`src/rtl/fpm_pkg.sv`:
```
package fpm_pkg;

    typedef enum logic [2:0] {
        ST_IDLE   = 3'd0,
        ST_ROW    = 3'd1,
        ST_COLSET = 3'd2,
        ST_STROBE = 3'd3,
        ST_OPEN   = 3'd4,
        ST_PRECH  = 3'd5,
        ST_GRANT  = 3'd6
    } fpm_state_e;

endpackage

```
`src/rtl/fpm_wait_cnt.sv`:
```
// Down counter that measures how long a timed state lasts.
module fpm_wait_cnt #(
    parameter int W = 3
) (
    input  logic         clk,
    input  logic         rst_n,
    input  logic         load,
    input  logic [W-1:0] load_val,
    output logic         done
);

    logic [W-1:0] cnt_q;

    always_ff @(posedge clk or negedge rst_n) begin
        if (!rst_n) begin
            cnt_q <= '0;
        end else if (load) begin
            cnt_q <= load_val;
        end else if (cnt_q != '0) begin
            cnt_q <= cnt_q - 1'b1;
        end
    end

    assign done = (cnt_q == '0);

endmodule

```
`src/rtl/fpm_page_timer.sv`:
```
// Counts cycles with the row strobes low and flags when another
// column access would no longer fit inside the row-active limit.
module fpm_page_timer #(
    parameter int T_RAS_MAX = 20000,
    parameter int ACC_CYC   = 5
) (
    input  logic clk,
    input  logic rst_n,
    input  logic row_low,
    output logic expired
);

    localparam int CW = $clog2(T_RAS_MAX + 1);
    localparam logic [CW-1:0] LIMIT = CW'(T_RAS_MAX - ACC_CYC);
    localparam logic [CW-1:0] TOP   = CW'(T_RAS_MAX);

    logic [CW-1:0] cnt_q;

    always_ff @(posedge clk or negedge rst_n) begin
        if (!rst_n) begin
            cnt_q <= '0;
        end else if (!row_low) begin
            cnt_q <= '0;
        end else if (cnt_q != TOP) begin
            cnt_q <= cnt_q + 1'b1;
        end
    end

    assign expired = (cnt_q >= LIMIT);

endmodule

```
`src/rtl/fpm_dpath.sv`:
```
// Request holding registers, row compare, lane select and read capture.
module fpm_dpath #(
    parameter int ADDR_W = 22,
    parameter int ROW_W  = 11,
    parameter int DATA_W = 36,
    parameter int LANES  = 4
) (
    input  logic                    clk,
    input  logic                    rst_n,
    input  logic                    accept,
    input  logic [ADDR_W-1:0]       req_addr,
    input  logic                    req_write,
    input  logic [DATA_W-1:0]       req_wdata,
    input  logic [LANES-1:0]        req_lanes,
    input  logic                    capture,
    input  logic [DATA_W-1:0]       dq_in,
    output logic [ROW_W-1:0]        row_q,
    output logic [ADDR_W-ROW_W-1:0] col_q,
    output logic                    wr_q,
    output logic [DATA_W-1:0]       wdata_q,
    output logic [LANES-1:0]        lane_on,
    output logic                    row_hit,
    output logic                    rd_valid,
    output logic [DATA_W-1:0]       rd_data
);

    localparam int COL_W = ADDR_W - ROW_W;

    logic [LANES-1:0] lanes_q;

    always_ff @(posedge clk or negedge rst_n) begin
        if (!rst_n) begin
            row_q   <= '0;
            col_q   <= '0;
            wr_q    <= 1'b0;
            wdata_q <= '0;
            lanes_q <= '0;
        end else if (accept) begin
            row_q   <= req_addr[ADDR_W-1 -: ROW_W];
            col_q   <= req_addr[COL_W-1:0];
            wr_q    <= req_write;
            wdata_q <= req_wdata;
            lanes_q <= req_lanes;
        end
    end

    assign row_hit = (req_addr[ADDR_W-1 -: ROW_W] == row_q);

    for (genvar g = 0; g < LANES; g++) begin : g_lane
        assign lane_on[g] = wr_q ? lanes_q[g] : 1'b1;
    end

    always_ff @(posedge clk or negedge rst_n) begin
        if (!rst_n) begin
            rd_valid <= 1'b0;
            rd_data  <= '0;
        end else begin
            rd_valid <= capture;
            if (capture) begin
                rd_data <= dq_in;
            end
        end
    end

endmodule

```
`src/rtl/fpm_dram_ctrl.sv`:
```
module fpm_dram_ctrl
    import fpm_pkg::*;
#(
    parameter int ADDR_W    = 22,
    parameter int ROW_W     = 11,
    parameter int DATA_W    = 36,
    parameter int LANES     = 4,
    parameter int T_RCD     = 3,
    parameter int T_CAS     = 2,
    parameter int T_RP      = 4,
    parameter int T_RAS_MAX = 20000
) (
    input  logic              clk,
    input  logic              rst_n,
    input  logic              req_valid,
    output logic              req_ready,
    input  logic [ADDR_W-1:0] req_addr,
    input  logic              req_write,
    input  logic [DATA_W-1:0] req_wdata,
    input  logic [LANES-1:0]  req_lanes,
    output logic              rd_valid,
    output logic [DATA_W-1:0] rd_data,
    input  logic              bus_req,
    output logic              bus_gnt,
    output logic [ROW_W-1:0]  mem_a,
    output logic [1:0]        mem_ras_n,
    output logic [LANES-1:0]  mem_cas_n,
    output logic              mem_we_n,
    output logic [DATA_W-1:0] mem_dq_o,
    output logic              mem_dq_oe,
    input  logic [DATA_W-1:0] mem_dq_i
);

    localparam int COL_W   = ADDR_W - ROW_W;
    localparam int ACC_CYC = T_CAS + 3;
    localparam int T_MAX1  = (T_RCD > T_CAS) ? T_RCD : T_CAS;
    localparam int T_MAX2  = (T_MAX1 > T_RP) ? T_MAX1 : T_RP;
    localparam int WAIT_W  = $clog2(T_MAX2 + 1);

    fpm_state_e state_q, state_n;

    logic              wait_load, wait_done;
    logic [WAIT_W-1:0] wait_val;
    logic              row_low, expired, accept, capture;
    logic              row_hit, wr_q;
    logic [ROW_W-1:0]  row_q;
    logic [COL_W-1:0]  col_q;
    logic [DATA_W-1:0] wdata_q;
    logic [LANES-1:0]  lane_on;

    fpm_wait_cnt #(.W(WAIT_W)) u_wait (
        .clk      (clk),
        .rst_n    (rst_n),
        .load     (wait_load),
        .load_val (wait_val),
        .done     (wait_done)
    );

    fpm_page_timer #(.T_RAS_MAX(T_RAS_MAX), .ACC_CYC(ACC_CYC)) u_page (
        .clk     (clk),
        .rst_n   (rst_n),
        .row_low (row_low),
        .expired (expired)
    );

    fpm_dpath #(
        .ADDR_W (ADDR_W),
        .ROW_W  (ROW_W),
        .DATA_W (DATA_W),
        .LANES  (LANES)
    ) u_dpath (
        .clk       (clk),
        .rst_n     (rst_n),
        .accept    (accept),
        .req_addr  (req_addr),
        .req_write (req_write),
        .req_wdata (req_wdata),
        .req_lanes (req_lanes),
        .capture   (capture),
        .dq_in     (mem_dq_i),
        .row_q     (row_q),
        .col_q     (col_q),
        .wr_q      (wr_q),
        .wdata_q   (wdata_q),
        .lane_on   (lane_on),
        .row_hit   (row_hit),
        .rd_valid  (rd_valid),
        .rd_data   (rd_data)
    );

    // state register
    always_ff @(posedge clk or negedge rst_n) begin
        if (!rst_n) begin
            state_q <= ST_IDLE;
        end else begin
            state_q <= state_n;
        end
    end

    // acceptance: outside agent always wins
    always_comb begin
        req_ready = 1'b0;
        if (!bus_req) begin
            if (state_q == ST_IDLE) begin
                req_ready = 1'b1;
            end else if (state_q == ST_OPEN) begin
                req_ready = row_hit && !expired;
            end
        end
    end

    assign accept  = req_valid && req_ready;
    assign capture = (state_q == ST_STROBE) && wait_done && !wr_q;

    // next state
    always_comb begin
        state_n = state_q;
        unique case (state_q)
            ST_IDLE: begin
                if (bus_req) begin
                    state_n = ST_GRANT;
                end else if (req_valid) begin
                    state_n = ST_ROW;
                end
            end
            ST_ROW: begin
                if (wait_done) begin
                    state_n = ST_COLSET;
                end
            end
            ST_COLSET: begin
                state_n = ST_STROBE;
            end
            ST_STROBE: begin
                if (wait_done) begin
                    state_n = ST_OPEN;
                end
            end
            ST_OPEN: begin
                if (bus_req || expired) begin
                    state_n = ST_PRECH;
                end else if (req_valid) begin
                    state_n = row_hit ? ST_COLSET : ST_PRECH;
                end
            end
            ST_PRECH: begin
                if (wait_done) begin
                    state_n = ST_IDLE;
                end
            end
            ST_GRANT: begin
                if (!bus_req) begin
                    state_n = ST_PRECH;
                end
            end
            default: begin
                state_n = ST_IDLE;
            end
        endcase
    end

    // timed-state lengths, loaded on each state change
    always_comb begin
        wait_load = (state_n != state_q);
        unique case (state_n)
            ST_ROW:    wait_val = WAIT_W'(T_RCD - 1);
            ST_STROBE: wait_val = WAIT_W'(T_CAS - 1);
            ST_PRECH:  wait_val = WAIT_W'(T_RP - 1);
            default:   wait_val = '0;
        endcase
    end

    // pin outputs
    always_comb begin
        mem_a     = '0;
        mem_ras_n = 2'b11;
        mem_cas_n = '1;
        mem_we_n  = 1'b1;
        mem_dq_oe = 1'b0;
        bus_gnt   = 1'b0;
        row_low   = 1'b0;
        unique case (state_q)
            ST_IDLE, ST_PRECH: begin
            end
            ST_ROW: begin
                mem_a     = row_q;
                mem_ras_n = 2'b00;
                row_low   = 1'b1;
            end
            ST_COLSET: begin
                mem_a     = ROW_W'(col_q);
                mem_ras_n = 2'b00;
                mem_we_n  = !wr_q;
                row_low   = 1'b1;
            end
            ST_STROBE: begin
                mem_a     = ROW_W'(col_q);
                mem_ras_n = 2'b00;
                mem_cas_n = ~lane_on;
                mem_we_n  = !wr_q;
                mem_dq_oe = wr_q;
                row_low   = 1'b1;
            end
            ST_OPEN: begin
                mem_ras_n = 2'b00;
                row_low   = 1'b1;
            end
            ST_GRANT: begin
                bus_gnt = 1'b1;
            end
            default: begin
            end
        endcase
    end

    assign mem_dq_o = wdata_q;

endmodule

```
`config.mk`:
```
export PLATFORM = sky130hd
export DESIGN_NAME = fpm_dram_ctrl
export DESIGN_NICKNAME = d
export VERILOG_FILES = /design/src/rtl/fpm_pkg.sv /design/src/rtl/fpm_wait_cnt.sv /design/src/rtl/fpm_page_timer.sv /design/src/rtl/fpm_dpath.sv /design/src/rtl/fpm_dram_ctrl.sv
export SDC_FILE = /design/constraint.sdc
export NUM_CORES = 1
export LEC_CHECK = 0
export ABC_AREA = 1
export ABC_CLOCK_PERIOD_IN_PS = 2140
export BUFFER_PORTS_ARGS = -buffer_cell sky130_fd_sc_hd__buf_4
export CAP_MARGIN = 5
export CORE_UTILIZATION = 50
export CTS_CLUSTER_DIAMETER = 150
export DETAILED_ROUTE_END_ITERATION = 10
export GPL_TIMING_DRIVEN = 0
export PLACE_DENSITY_LB_ADDON = 0.15
export SLEW_MARGIN = 40
export SYNTH_ARGS = -nofsm -noshare
export SYNTH_HDL_FRONTEND = slang
export SYNTH_SLANG_ARGS = --single-unit
```
`constraint.sdc`:
```
create_clock -name clk -period 2.14 [get_ports clk]
set_input_delay 0.214 -clock clk [delete_from_list [all_inputs] [get_ports clk]]
set_output_delay 0.214 -clock clk [all_outputs]
set_load 0.01 [all_outputs]
```
==> impl_metrics.env, run 1 <==
export IMPL_fin_skew_ps=5.90
export IMPL_synth_top_area_share_pct=53.9
export IMPL_critPathKind="flip-flop to output pin"
export IMPL_layout_setup_ws_ps=-148
export IMPL_cp_cell_sequence="xnor2_1 -> nand2_1 -> nor2_1 -> nand3_2 -> nor2_4 -> nand2_2 -> a21oi_4 -> buf_6 -> buf_6"
export IMPL_p_leak_nw=4.75
export IMPL_cp_required_ps=1930
export IMPL_grt_max_degree=45
export IMPL_htree_num_levels=4
export IMPL_synthXorXnorAreaFrac_pct=0.936
export IMPL_ctsRootBufferMaster="clkbuf_8"
export IMPL_io_pins=197
export IMPL_dp_cells=1025
export IMPL_clk_pin_slew_ps=60
export IMPL_ys_types=33
export IMPL_synthCells=687
export IMPL_drive_gt1_share_pct=29.5
export IMPL_clockBufferDepth=2
export IMPL_finalWirelength_mm=18.8
export IMPL_tightest_slew_ps=523
export IMPL_antenna_found_initial=0
export IMPL_synth_top_family_by_area="simple AND/OR/NAND/NOR gates"
export IMPL_drt_pass1_iterations=5
export IMPL_placedInstanceArea_sq_um=7310
export IMPL_io_buffers=196
export IMPL_clock_fmax_mhz=437
export IMPL_first_iter_violations=450
export IMPL_violations="setup timing"
export IMPL_crit_end="req_ready"
export IMPL_viasPerCell=5.24
export IMPL_syn_area_per_cell_sq_um=8.17
export IMPL_clkSinkCount=121
export IMPL_num_antenna_cells=0
export IMPL_synth_top_area_cell="dfrtp_1"
export IMPL_critical_path_max_fanout=3
export IMPL_yosysWarnings=0
export IMPL_die_h_um=108
export IMPL_synth_area_leaders="dfrtp_1 54%, nand2_1 20%, nand3_1 6.3%"
export IMPL_netlist_area_sq_um=5610
export IMPL_min_period_ps=2290
export IMPL_seq_area_frac_synth_pct=53.9
export IMPL_hold_class="input port to flip-flop"
export IMPL_ant_nets=0
export IMPL_synth_fa_ha_area_share_pct=0.891
export IMPL_r2r_end="u_dpath.wdata_q[7]"
export IMPL_grt_pass1_wl_mm=29.2
export IMPL_r2r_start="u_dpath.row_q[2]"
export IMPL_muxShareOfSynthArea_pct=0
export IMPL_grt_pass1_vias=6172
export IMPL_outcome="finished, violations left"
export IMPL_rows=38
export IMPL_wire_per_inst_um=16.0
export IMPL_hold_viol_final=0
export IMPL_layoutNonFillerInstCount=1172
export IMPL_drv_slew=0
export IMPL_worstSkewPairLatency_ps=530
export IMPL_start_util_pct=51.6
export IMPL_die_x_um=108
export IMPL_cts_tree="built"
export IMPL_startpoint="u_dpath.row_q[2]"
export IMPL_slew_headroom_pct=65.1
export IMPL_hpwl_mm=10.9
export IMPL_ys_ff_latch=121
export IMPL_numCtsBuffers=17
export IMPL_end_kind="output pin"
export IMPL_areaGrowthSynthToFinish_pct=62.5
export IMPL_rrSetupSlack_ps=50
export IMPL_drc=0
export IMPL_final_setup_viol_count=1
export IMPL_dieArea_sq_um=11700
export IMPL_slowest_delay_ps=420
export IMPL_timing_setup_tns_ps=-148
export IMPL_finalInstanceArea_sq_um=9130
export IMPL_fillers=587
export IMPL_synth_simple_area_share_pct=31.4
export IMPL_reg2regPathDepth=12
export IMPL_rsz0062_at_grt="yes"
export IMPL_core_sq_um=10900
export IMPL_p_per_area_nw_per_um2=1320
export IMPL_finalCritPeriodShare_pct=107
export IMPL_fin_util_pct=83.8
export IMPL_crit_slowest_cell="dfrtp_1"
export IMPL_vias=6138
export IMPL_num_nets_final=1128
export IMPL_synth_compound_area_share_pct=5.68
export IMPL_critPathArrivalTime_ps=2070
export IMPL_crit_path_start_kind="flip-flop"
export IMPL_synth_nets=794
export IMPL_crit_path_frequent_cell="buf_6"
export IMPL_gp_congestion=0.880
export IMPL_grtUsageTotal_pct=33.1
export IMPL_irDropWorstVdd_mv=1.00
export IMPL_cap_violations=0
export IMPL_grt_overflow_total=0
## cell usage after synthesis
cell type,count
inv_1,42
ha_1,4
a21oi_1,11
nand3_1,71
clkbuf_1,9
o211ai_1,2
a22o_1,4
o31ai_1,1
nand4_1,3
nand3b_1,1
a21oi_4,1
dfrtp_1,121
buf_4,6
nor3_1,8
xor2_1,3
inv_4,1
nor2_1,27
o21ai_0,25
o21a_1,1
xnor2_1,3
a211oi_2,1
buf_2,7
nor4_2,1
nor3_2,1
inv_2,6
buf_6,9
nor3_4,3
nand2_2,2
nor3b_1,2
nor2_2,2
nand2_1,299
nor4_1,1
o21ai_1,9
## power by group
group | leakage, nW | switching [W] | internal [W] | total, W
Clock | 0.283 | 0.000993 | 0.00185 | 0.00284
Combinational | 2.97 | 0.00284 | 0.00246 | 0.00530
Sequential | 1.50 | 0.000648 | 0.00329 | 0.00393
Total | 4.75 | 0.00448 | 0.00760 | 0.0121
## critical path, delay by kind of cell (launching register included)
| family | cells | cell delay [ps] |
|---|---|---|
| flip-flops | 1 | 420 |
| AO/OA/AOI/OAI | 1 | 170 |
| AND/OR/NAND/NOR | 5 | 560 |
| XOR/XNOR | 1 | 180 |
| buffers and inverters | 2 | 220 |
## registers in the layout (all words and copies together) (netlist names)
signal,flops
u_page.cnt_q,15
u_dpath.rd_valid,1
u_dpath.row_q,11
u_dpath.wdata_q,36
u_dpath.lanes_q,4
u_dpath.wr_q,1
state_q,3
u_dpath.col_q,11
u_wait.cnt_q,3
u_dpath.rd_data,36
## through the flow
stage / total power [W] / hold slack, ps / setup slack [ps]
2_1_floorplan: 0.00632 / -81.6 / 448
3_3_place_gp: 0.00834 / 416 / 118
3_5_place_dp: 0.00851 / 108 / 107
4_1_cts: 0.0117 / 60.1 / -161
5_1_grt: 0.0128 / 134 / -234
6_report: 0.0121 / 101 / -148
## cell usage in the layout (no fill, tap or decap), types with 2 or more instances in the layout
cell,count
nand2_1,290
buf_4,215
dfrtp_1,120
dlygate4sd3_1,100
nand3_1,69
inv_1,38
nor2_1,23
o21ai_0,21
clkbuf_16,16
buf_6,14
o21ai_1,13
a21oi_1,11
clkbuf_1,11
inv_2,10
nand2_2,9
nor3_1,8
a22o_1,4
nor2_2,4
clkbuf_8,4
nor3_4,3
xnor2_1,3
xor2_1,3
nand4_1,3
buf_2,3
ha_1,3
bufinv_16,3
clkinv_2,3
nor2_4,2
nand3_2,2
nand2_4,2
o211ai_1,2
buf_8,2
nor3b_1,2
clkinvlp_4,2
buf_12,2
## layer usage
layer	GRT usage (%)	vias to the layer above	wire length (um)
met5	0	-	0
met4	17.5	0	731
met2	58.4	277	9830
met3	6.99	66	1050
met1	37.7	2949	7190
li1	-	2846	-
## worst min-delay path by stage
stage / startpoint / to / slack, ps / cells after the start
floorplan: rst_n / state_q[0] / -80 / 0
global placement: mem_dq_i[21] / u_dpath.rd_data[21] / 420 / 3
detailed placement: rst_n / u_page.cnt_q[1] / 110 / 1
CTS: req_valid / state_q[1] / 60 / 3
global route: req_valid / u_dpath.wr_q / 130 / 4
finish: req_valid / u_dpath.wr_q / 100 / 4
## layout make-up
type / count / area, sq um / area share, %
flip-flops and latches: 121 / 3030 / 33.2
repair buffers: 315 / 2660 / 29.1
multi-input cells: 486 / 2250 / 24.7
clock buffers: 22 / 463 / 5.07
plain buffers: 31 / 244 / 2.67
inverters: 49 / 189 / 2.07
well taps: 140 / 175 / 1.92
clock inverters: 8 / 120 / 1.32
## cell families (layout without fill, tap and decap cells)
| logic type | count (synthesis) | after routing |
|---|---|---|
| AO/OA/AOI/OAI | 55 | 55 |
| XOR/XNOR | 6 | 6 |
| adder cells (fa/ha/maj) | 4 | 4 |
| buffers and inverters | 80 | 425 |
| flip-flops | 121 | 121 |
| AND/OR/NAND/NOR | 421 | 421 |
## what timing repair did
action | 4_1_cts | 5_1_grt
setup endpoints to repair | 14 | 75
hold endpoints to repair | 176 | 0
setup buffers | 11 | 8
resized for setup | 13 | 29
pin swaps | 12 | 18
hold buffers | 100 | 0
No activity file was read; power rests on OpenSTA's default activity.
==> run 2: changes to the inputs <==
--- a/config.mk
+++ b/config.mk
@@ -9,6 +9,7 @@
 export ABC_CLOCK_PERIOD_IN_PS = 2140
 export BUFFER_PORTS_ARGS = -buffer_cell sky130_fd_sc_hd__buf_4
 export CAP_MARGIN = 5
+export CORE_ASPECT_RATIO = 1.4
 export CORE_UTILIZATION = 50
 export CTS_CLUSTER_DIAMETER = 150
 export DETAILED_ROUTE_END_ITERATION = 10
==> impl_metrics.env, run 2 (same netlist as run 1, synthesis figures left out) <==
export IMPL_drt_pass1_iterations=4
export IMPL_io_buffers=196
export IMPL_wire_per_inst_um=14.3
export IMPL_violations="setup timing"
export IMPL_power_switching_w=0.00418
export IMPL_startpoint="u_page.cnt_q[0]"
export IMPL_seqPwrFrac_pct=33.6
export IMPL_hold_viol_final=0
export IMPL_worst_path_buf_inv=4
export IMPL_ant_nets=0
export IMPL_finalCritPeriodShare_pct=100
export IMPL_drive_gt1_share_pct=32.8
export IMPL_holdWs_ps=6.59
export IMPL_met1_length_mm=5.69
export IMPL_rrSetupSlack_ps=40
export IMPL_io_pins=197
export IMPL_final_setup_viol_count=1
export IMPL_dieArea_sq_um=11700
export IMPL_p_clk_share_pct=25.1
export IMPL_crit_path_start_kind="flip-flop"
export IMPL_grt_max_degree=59
export IMPL_critical_path_max_fanout=3
export IMPL_fin_skew_ps=11.0
export IMPL_vias=5505
export IMPL_rows=45
export IMPL_cp_required_ps=1930
export IMPL_r2r_start="u_dpath.row_q[2]"
export IMPL_hpwl_mm=10.9
export IMPL_p_per_area_nw_per_um2=1430
export IMPL_fin_util_pct=75.2
export IMPL_critPathArrivalTime_ps=1930
export IMPL_core_sq_um=10900
export IMPL_final_cell_mix="291 x nand2_1, 220 x buf_4, 119 x dfrtp_1"
export IMPL_hold_start="mem_dq_i[19]"
export IMPL_crit_slowest_cell="dfrtp_1"
export IMPL_cp_cell_sequence="ha_2 -> inv_2 -> nor2_2 -> nand3b_1 -> nand2_1 -> nand2_1 -> nand2_2 -> inv_2 -> nand2_2 -> a21oi_4 -> buf_6 -> buf_6"
export IMPL_finalWirelength_mm=15.4
export IMPL_grt_pass1_wl_mm=24.9
export IMPL_gp_congestion=0.814
export IMPL_areaGrowthSynthToFinish_pct=45.5
export IMPL_top_layer="met4"
export IMPL_layout_setup_ws_ps=-4.16
export IMPL_viasPerCell=5.11
export IMPL_reg_top3="u_dpath.rd_data x36, u_dpath.wdata_q x36, u_page.cnt_q x15"
export IMPL_clkSinkCount=121
export IMPL_cap_violations=0
export IMPL_min_period_ps=2140
export IMPL_outcome="finished, violations left"
export IMPL_cts_tree="built"
export IMPL_end_kind="output pin"
export IMPL_slowest_delay_ps=410
export IMPL_num_nets_final=1032
export IMPL_grtUsageTotal_pct=27.1
export IMPL_grt_pass1_vias=5480
export IMPL_die_h_um=127
export IMPL_critPathKind="flip-flop to output pin"
export IMPL_wl_met2_mm=8.32
export IMPL_placedInstanceArea_sq_um=7320
export IMPL_die_x_um=91.6
export IMPL_drv_slew=0
export IMPL_hold_class="input port to flip-flop"
export IMPL_p_int_w=0.00749
export IMPL_drc=0
export IMPL_num_antenna_cells=0
export IMPL_p_sw_share_pct=35.8
export IMPL_start_util_pct=51.7
export IMPL_pre_cts_slack_ps=97.4
export IMPL_pwr_share_comb_pct=41.3
export IMPL_p_leak_nw=4.38
export IMPL_final_common_cell="nand2_1"
export IMPL_tightest_slew_ps=438
export IMPL_first_iter_violations=307
export IMPL_numCtsBuffers=17
export IMPL_grt_overflow_total=0
export IMPL_rsz0062_at_grt="yes"
export IMPL_clockBufferDepth=2
export IMPL_slew_headroom_pct=70.8
export IMPL_clk_pin_slew_ps=60
export IMPL_clock_fmax_mhz=466
export IMPL_worstSkewPairLatency_ps=410
export IMPL_wl_met3_um=971
export IMPL_cp_top_family="flip-flops"
export IMPL_fillers=780
export IMPL_timing_setup_tns_ps=-4.16
export IMPL_antenna_found_initial=0
export IMPL_irDropWorstVdd_mv=0.903
export IMPL_finalInstanceArea_sq_um=8170
export IMPL_ctsRootBufferMaster="clkbuf_16"
export IMPL_htree_num_levels=4
-- run 2: per-layer routing --
layer  GRT usage [%]  vias up
met3            7.56       41
met2            49.1      194
li1                -     2656
met1            29.2     2614
met4            11.8        0
met5               0        -
-- run 2: per-stage QoR --
stage / power [W] / cells
3_5_place_dp: 0.00851 / 1026
4_1_cts: 0.0115 / 1069
5_1_grt: 0.0124 / 1077
2_1_floorplan: 0.00632 / 687
6_report: 0.0117 / 1077
3_3_place_gp: 0.00832 / 1024
-- run 2: path summary, 6_finish.rpt --
| check | depth (start not counted) | to |
|---|---|---|
| setup / recovery | 12 | req_ready |
| hold / removal | 3 | u_dpath.rd_data[19] |
| setup reg to reg | 17 | u_wait.cnt_q[0] |
| hold reg to reg | 2 | u_dpath.rd_data[17] |
| max in group asynchronous | 4 | state_q[1] |
| min in group asynchronous | 2 | u_dpath.rd_data[34] |
-- run 2: repair_timing --
action | in CTS | in global routing
hold buffers | 2 | 0
gates resized for setup | 14 | 20
hold endpoints to repair | 81 | 0
endpoints found under the setup margin | 12 | 74
buffers inserted | 11 | 8
pin swaps | 9 | 13
-- run 2: tightest hold or removal path, cell delays in order --
cell     delay [ps]
buf_4            80
nand2_1          40
nand2_1          50
-- run 2: cell type report --
| type | count | area, sq um | share of cell area, % |
|---|---|---|---|
| multi-input combinational | 486 | 2240 | 27.4 |
| sequential | 121 | 3030 | 37.1 |
| clock buffer | 20 | 457 | 5.59 |
| tap | 141 | 176 | 2.16 |
| buffer | 31 | 234 | 2.87 |
| clock inverter | 10 | 150 | 1.84 |
| timing repair buffer | 219 | 1690 | 20.7 |
| inverter | 49 | 186 | 2.28 |
-- run 2: power groups by stage --
stage | Clock [W] | Combinational [W] | Sequential (W)
after CTS | 0.00296 | 0.00468 | 0.00390
after floorplan | 0 | 0.00219 | 0.00413
after detailed placement | 0 | 0.00461 | 0.00391
after global routing | 0.00308 | 0.00534 | 0.00403
after global placement | 0 | 0.00446 | 0.00386
final | 0.00293 | 0.00482 | 0.00392
